File: config.mk
export PLATFORM = sky130hd
export DESIGN_NAME = act_spacing_sched
export DESIGN_NICKNAME = d
export VERILOG_FILES = /design/src/rtl/act_sched_pkg.sv /design/src/rtl/act_gap_tracker.sv /design/src/rtl/act_issue_decider.sv /design/src/rtl/act_packet_reg.sv /design/src/rtl/act_spacing_sched.sv
export SDC_FILE = /design/constraint.sdc
export NUM_CORES = 1
export LEC_CHECK = 0
export ABC_CLOCK_PERIOD_IN_PS = 7520
export BUFFER_PORTS_ARGS = -buffer_cell sky130_fd_sc_hd__clkbuf_2
export CORE_MARGIN = 4
export CORE_UTILIZATION = 56
export CTS_CLUSTER_DIAMETER = 30
export DETAILED_ROUTE_END_ITERATION = 10
export GPL_ROUTABILITY_DRIVEN = 0
export GPL_TIMING_DRIVEN = 0
export HOLD_SLACK_MARGIN = 0.06
export PLACE_DENSITY_LB_ADDON = 0.1
export SLEW_MARGIN = 15
export SYNTH_ARGS = -nofsm -noshare
export SYNTH_HDL_FRONTEND = slang
export SYNTH_SLANG_ARGS = --single-unit
export TNS_END_PERCENT = 5
File: constraint.sdc
create_clock -name clk -period 7.52 [get_ports clk]
set_clock_uncertainty 0.2 [all_clocks]
set_input_delay 2.256 -clock clk [delete_from_list [all_inputs] [get_ports clk]]
set_output_delay 2.256 -clock clk [all_outputs]
set_load 0.02 [all_outputs]
File: src/rtl/act_sched_pkg.sv
package act_sched_pkg;

    localparam int NUM_SETS = 2;
    localparam int SET_W    = $clog2(NUM_SETS);
    localparam int GAP_W    = 4;
    localparam logic [GAP_W-1:0] GAP_MAX = {GAP_W{1'b1}};

    typedef logic [GAP_W-1:0] gap_t;
    typedef logic [SET_W-1:0] set_t;

    typedef enum logic {
        CMD_ACT  = 1'b0,
        CMD_REFA = 1'b1
    } act_kind_e;

    typedef struct packed {
        act_kind_e kind;
        set_t      set;
    } act_req_t;

    // saturating increment of a spacing counter
    function automatic gap_t gap_sat_inc(gap_t v);
        return (v == GAP_MAX) ? v : v + gap_t'(1);
    endfunction

    function automatic gap_t gap_min(gap_t a, gap_t b);
        return (a < b) ? a : b;
    endfunction

endpackage

File: src/rtl/act_gap_tracker.sv
// Counters hold the distance, in cycles, between the effective time of the
// latest activation and the effective time a request accepted now would get.
module act_gap_tracker
    import act_sched_pkg::*;
(
    input  logic                    clk,
    input  logic                    rst,
    input  logic                    pkt_valid,
    input  set_t                    pkt_set,
    input  logic                    pkt_delay,
    output gap_t [NUM_SETS-1:0]     cnt_set,
    output gap_t                    cnt_any
);

    gap_t lead;
    gap_t cnt_q [NUM_SETS];
    gap_t any_q;

    // distance of the packet in flight from the next candidate slot
    assign lead = pkt_delay ? '0 : gap_t'(1);

    generate
        for (genvar s = 0; s < NUM_SETS; s++) begin : g_set
            always_ff @(posedge clk) begin
                if (rst)
                    cnt_q[s] <= GAP_MAX;
                else if (pkt_valid && pkt_set == set_t'(s))
                    cnt_q[s] <= gap_sat_inc(lead);
                else
                    cnt_q[s] <= gap_sat_inc(cnt_q[s]);
            end
        end
    endgenerate

    always_ff @(posedge clk) begin
        if (rst)
            any_q <= GAP_MAX;
        else if (pkt_valid)
            any_q <= gap_sat_inc(lead);
        else
            any_q <= gap_sat_inc(any_q);
    end

    always_comb begin
        for (int s = 0; s < NUM_SETS; s++)
            cnt_set[s] = cnt_q[s];
    end
    assign cnt_any = any_q;

    // an idle counter at its ceiling stays there
    a_r8_saturate: assert property (@(posedge clk) disable iff (rst)
        (!$past(pkt_valid) && $past(any_q) == GAP_MAX) |-> any_q == GAP_MAX);

endmodule

File: src/rtl/act_issue_decider.sv
module act_issue_decider
    import act_sched_pkg::*;
(
    input  logic                    req_valid,
    input  set_t                    req_set,
    input  logic                    pkt_valid,
    input  set_t                    pkt_set,
    input  gap_t [NUM_SETS-1:0]     cnt_set,
    input  gap_t                    cnt_any,
    input  gap_t                    same_gap,
    input  gap_t                    cross_gap,
    output logic                    req_ready,
    output logic                    pkt_delay
);

    gap_t cross_eff;
    gap_t own_dist;
    gap_t any_dist;
    logic own_clear;
    logic pull;

    // cross-set gap never exceeds the same-set gap
    assign cross_eff = gap_min(cross_gap, same_gap);
    assign own_clear = cnt_set[req_set] >= same_gap;

    // delay the packet in flight so the waiting other-set request lands with it
    assign pull = pkt_valid && req_valid && (req_set != pkt_set)
                  && (cross_eff == '0) && own_clear;

    always_comb begin
        if (pkt_valid && pkt_set == req_set)
            own_dist = gap_t'(1);
        else
            own_dist = cnt_set[req_set];
        if (pkt_valid)
            any_dist = pull ? '0 : gap_t'(1);
        else
            any_dist = cnt_any;
    end

    assign req_ready = (own_dist >= same_gap) && (any_dist >= cross_eff);
    assign pkt_delay = pull;

endmodule

File: src/rtl/act_packet_reg.sv
module act_packet_reg
    import act_sched_pkg::*;
(
    input  logic     clk,
    input  logic     rst,
    input  logic     load,
    input  act_req_t din,
    output logic     pkt_valid,
    output act_req_t pkt
);

    always_ff @(posedge clk) begin
        if (rst) begin
            pkt_valid <= 1'b0;
            pkt       <= '{kind: CMD_ACT, set: '0};
        end else begin
            pkt_valid <= load;
            if (load)
                pkt <= din;
        end
    end

    // nothing leaves in the cycle after reset
    a_r1_quiet_after_reset: assert property (@(posedge clk) disable iff (rst)
        $past(rst) |-> !pkt_valid);

endmodule

File: src/rtl/act_spacing_sched.sv
module act_spacing_sched
    import act_sched_pkg::*;
(
    input  logic             clk,
    input  logic             rst,
    input  logic             req_valid,
    input  logic             req_kind,
    input  logic [SET_W-1:0] req_set,
    input  logic [GAP_W-1:0] cfg_same_gap,
    input  logic [GAP_W-1:0] cfg_cross_gap,
    output logic             req_ready,
    output logic             pkt_valid,
    output logic             pkt_kind,
    output logic [SET_W-1:0] pkt_set,
    output logic             pkt_delay
);

    act_req_t            in_req;
    act_req_t            out_req;
    logic                fire;
    gap_t [NUM_SETS-1:0] cnt_set;
    gap_t                cnt_any;

    assign in_req = '{kind: act_kind_e'(req_kind), set: req_set};
    assign fire   = req_valid && req_ready;

    act_gap_tracker u_tracker (
        .clk       (clk),
        .rst       (rst),
        .pkt_valid (pkt_valid),
        .pkt_set   (out_req.set),
        .pkt_delay (pkt_delay),
        .cnt_set   (cnt_set),
        .cnt_any   (cnt_any)
    );

    act_issue_decider u_decider (
        .req_valid (req_valid),
        .req_set   (req_set),
        .pkt_valid (pkt_valid),
        .pkt_set   (out_req.set),
        .cnt_set   (cnt_set),
        .cnt_any   (cnt_any),
        .same_gap  (cfg_same_gap),
        .cross_gap (cfg_cross_gap),
        .req_ready (req_ready),
        .pkt_delay (pkt_delay)
    );

    act_packet_reg u_pkt (
        .clk       (clk),
        .rst       (rst),
        .load      (fire),
        .din       (in_req),
        .pkt_valid (pkt_valid),
        .pkt       (out_req)
    );

    assign pkt_kind = out_req.kind;
    assign pkt_set  = out_req.set;

    // a handshake yields the matching packet one cycle later
    a_r2_accept_emits: assert property (@(posedge clk) disable iff (rst)
        fire |=> (pkt_valid && pkt_set == $past(req_set) && pkt_kind == $past(req_kind)));

    // no packet without a handshake
    a_r2_no_spurious: assert property (@(posedge clk) disable iff (rst)
        !fire |=> !pkt_valid);

    // a delayed packet is always followed by its other-set partner
    a_r6_delay_partner: assert property (@(posedge clk) disable iff (rst)
        pkt_delay |=> (pkt_valid && pkt_set != $past(pkt_set)));

    // same-set packets on consecutive cycles only with a tiny same-set gap
    a_r3_back_to_back: assert property (@(posedge clk) disable iff (rst)
        (pkt_valid && $past(pkt_valid) && pkt_set == $past(pkt_set) && !$past(pkt_delay))
        |-> $past(cfg_same_gap) <= gap_t'(1));

endmodule

==> results.py <==
metrics = {
    "clock_tree": {
        "path_clk_slew_ps": 90,
        "h-tree-depth": 1,
        "worstSkewPairLatency_ps": 280,
        "cts_tree": "yes",
        "postCtsHoldBufs": 0,
        "clock_sinks": 15,
        "numCtsBuffers": 3,
        "cts_root_buf": "clkbuf_4",
        "cts.path.max_buffers": 2,
    },
    "global_route": {
        "top_usage_layer": "met2",
        "grt_pass1_vias": 1062,
        "grt_max_degree": 11,
        "grtUsageMet3_pct": 3.96,
        "grt_use_met1_pct": 23.4,
        "track_usage_pct": 18.2,
        "grt.overflow.total": 0,
        "grt_use_met2_pct": 29.9,
        "antenna_found_initial": 0,
        "grt_pass1_wl_um": 4580,
    },
    "place": {
        "place_area_mm2": 0.00137,
        "io_buffers": 16,
        "hpwl_um": 2060,
        "dp_cells": 175,
    },
    "power_and_ir_drop": {
        "power_frac_clock_pct": 9.7,
        "switching_share_pct": 40.2,
        "switchingPower_uw": 192,
        "p_leak_uw": 0.000620,
        "power_per_cell_area_mw_per_mm2": 321,
        "irDropWorstVdd_uv": 210,
        "p_seq_share_pct": 33.9,
        "comb_power_share_pct": 56.5,
        "p_int_uw": 285,
    },
    "synthesis": {
        "netlist_area_mm2": 0.00126,
        "avgSynthCellArea_um2": 9.55,
        "ys_ff_latch": 15,
        "ys_types": 35,
        "synth_cells": 132,
        "ys_warn_count": 0,
        "ys_top_cells_by_area": "edfxtp_1 19%, ha_1 19%, dfxtp_1 11%",
        "async_flop_share_pct": 0,
        "synth-main-ff-cell": "edfxtp_1",
        "synth_nets": 164,
        "ys_seq_area_share_pct": 30.2,
        "yosys.area.top_type": "edfxtp_1",
        "synth_edf_count": 8,
        "synth_top_area_share_pct": 19.1,
    },
    "setup_path": {
        "crit_fanout": 6,
        "start_kind": "primary input",
        "cp.arrival_ps": 4950,
        "r2r_cells": 13,
        "path_class": "in2out",
        "reg2reg_slack_ps": 3910,
        "required_ps": 5060,
        "cp-end-kind": "output port",
    },
    "floorplanning": {
        "floorplan.initialDensity_pct": 61.7,
        "die_w_um": 55.4,
        "dieArea_mm2": 0.00307,
        "num_io_pins": 18,
        "fp.dieH_um": 55.4,
        "core_area_mm2": 0.00204,
        "core.rowCount": 16,
    },
    "drt": {
        "dr.pass1.iters": 4,
        "routedWlPerCell_um": 15.0,
        "vias": 1058,
        "drtIter0Drc": 26,
        "drt_wl_total_um": 2720,
        "antenna_left": 0,
        "via_per_inst": 5.85,
        "drc": 0,
    },
    "layout": {
        "nets": 187,
        "synthToLayoutAreaGrowth_pct": 18.1,
        "drive_gt1_share_pct": 22.1,
        "layout_commonest_cell": "ha_1",
        "multi_input_area_um2": 901,
        "n_antenna_cell": 0,
        "instances_no_fill": 181,
        "final_cell_mix": "19 x ha_1, 15 x clkbuf_2, 12 x nor2_1",
        "seq_area_um2": 380,
        "fin_area_mm2": 0.00149,
        "nFillCells": 167,
    },
    "timing": {
        "finalCriticalPeriod_ps": 7410,
        "slew_viol_final": 0,
        "fmax_mhz": 135,
        "fin_crit_sh_pct": 98.5,
        "setup_viol": 0,
        "max-slew-margin-rel_pct": 49.1,
        "tightestPinTransition_ps": 745,
        "report.final.hold_viol_count": 0,
        "hold_ws_ps": 318,
        "grt_setup_unrepaired": "no",
    },
    "run": {
        "cap_violations": 0,
    },
    "worst_hold_path": {
        "hold_class": "reg2reg",
        "hold-path-cell-count": 2,
    },
    "outcome": {
        "outcome": "finished clean",
    },
}
cell type report:
type	instances	area share, %
plain buffers	4	1.77
clock buffers	4	1.77
inverters	6	1.51
multi-input cells	107	60.6
flip-flops and latches	15	25.6
well taps	27	2.27
repair buffers	18	6.56
cell families after synthesis:
logic type,Yosys count,synth area share (%)
adder cells (fa/ha/maj),19,18.9
XOR/XNOR,6,4.17
buffers and inverters,10,3.38
AO/OA/AOI/OAI,27,16.0
flip-flops,15,30.2
AND/OR/NAND/NOR,43,17.4
multiplexers,12,10.0
per-layer routing:
| layer | routed length [µm] | part of all wire [%] |
|---|---|---|
| met1 | 1320 | 48 |
| met2 | 1250 | 46 |
| met3 | 113 | 4.2 |
| met4 | 40 | 1.5 |
| met5 | 0 | 0 |
registers in the layout, indices dropped and copies added, names as in the netlist:
name,count
u_pkt.pkt,2
u_tracker.cnt_any,4
u_pkt.pkt_valid,1
u_tracker.cnt_q,8
through the flow:
| step | power (µW) | setup slack (ps) | utilization, % | setup TNS (ps) |
|---|---|---|---|---|
| after floorplan | 341 | 121 | - | 0 |
| after global placement | 384 | -312 | 67.3 | -312 |
| after detailed placement | 397 | -460 | 67.3 | -460 |
| after CTS | 462 | 54.2 | 70.6 | 0 |
| after global routing | 521 | 6.59 | 72.9 | 0 |
| final | 477 | 110 | 72.9 | 0 |
power groups by stage:
stage	sequential, µW	combinational (µW)	clock [µW]
finish	162	269	46.1
global placement	160	225	0
global route	166	306	49.9
floorplan	155	186	0
CTS	160	255	47.3
detailed placement	161	236	0
cell usage after synthesis (all sizes together), types with 3 or more instances:
cell     number
a2111oi       4
a21boi        4
dfxtp         7
edfxtp        8
ha           19
inv           6
mux2          5
mux2i         7
nand2         6
nand2b        5
nand3         5
nor2         12
nor2b         6
nor3          3
o21a          3
o21ai         3
o31ai         3
xnor2         4
worst paths after layout:
check	from	endpoint
worst max-delay path	req_set	req_ready
worst min-delay path	u_pkt.pkt[1]	u_pkt.pkt[1]
worst max register to register	u_tracker.cnt_q[1][0]	u_pkt.pkt[1]
worst min register to register	u_pkt.pkt[1]	u_pkt.pkt[1]
critical path, stage by stage:
cell and delay (ps):
buf_4 140, mux2_4 300, ha_1 290, o21a_1 120, nor2_1 40, or4_1 540, buf_6 140, o22ai_2 90
ha_1 250, nand2b_4 150, a2111oi_4 370, nor3_2 70, buf_4 190
repair_timing:
action                                  in CTS  in global routing
pin swaps                                    1                  2
endpoints found under the setup margin       1                  1
buffers inserted                             0                  2
gates resized for setup                      8                  9
hold endpoints to repair                     0                  0
Power figures use the tool's default switching activity.
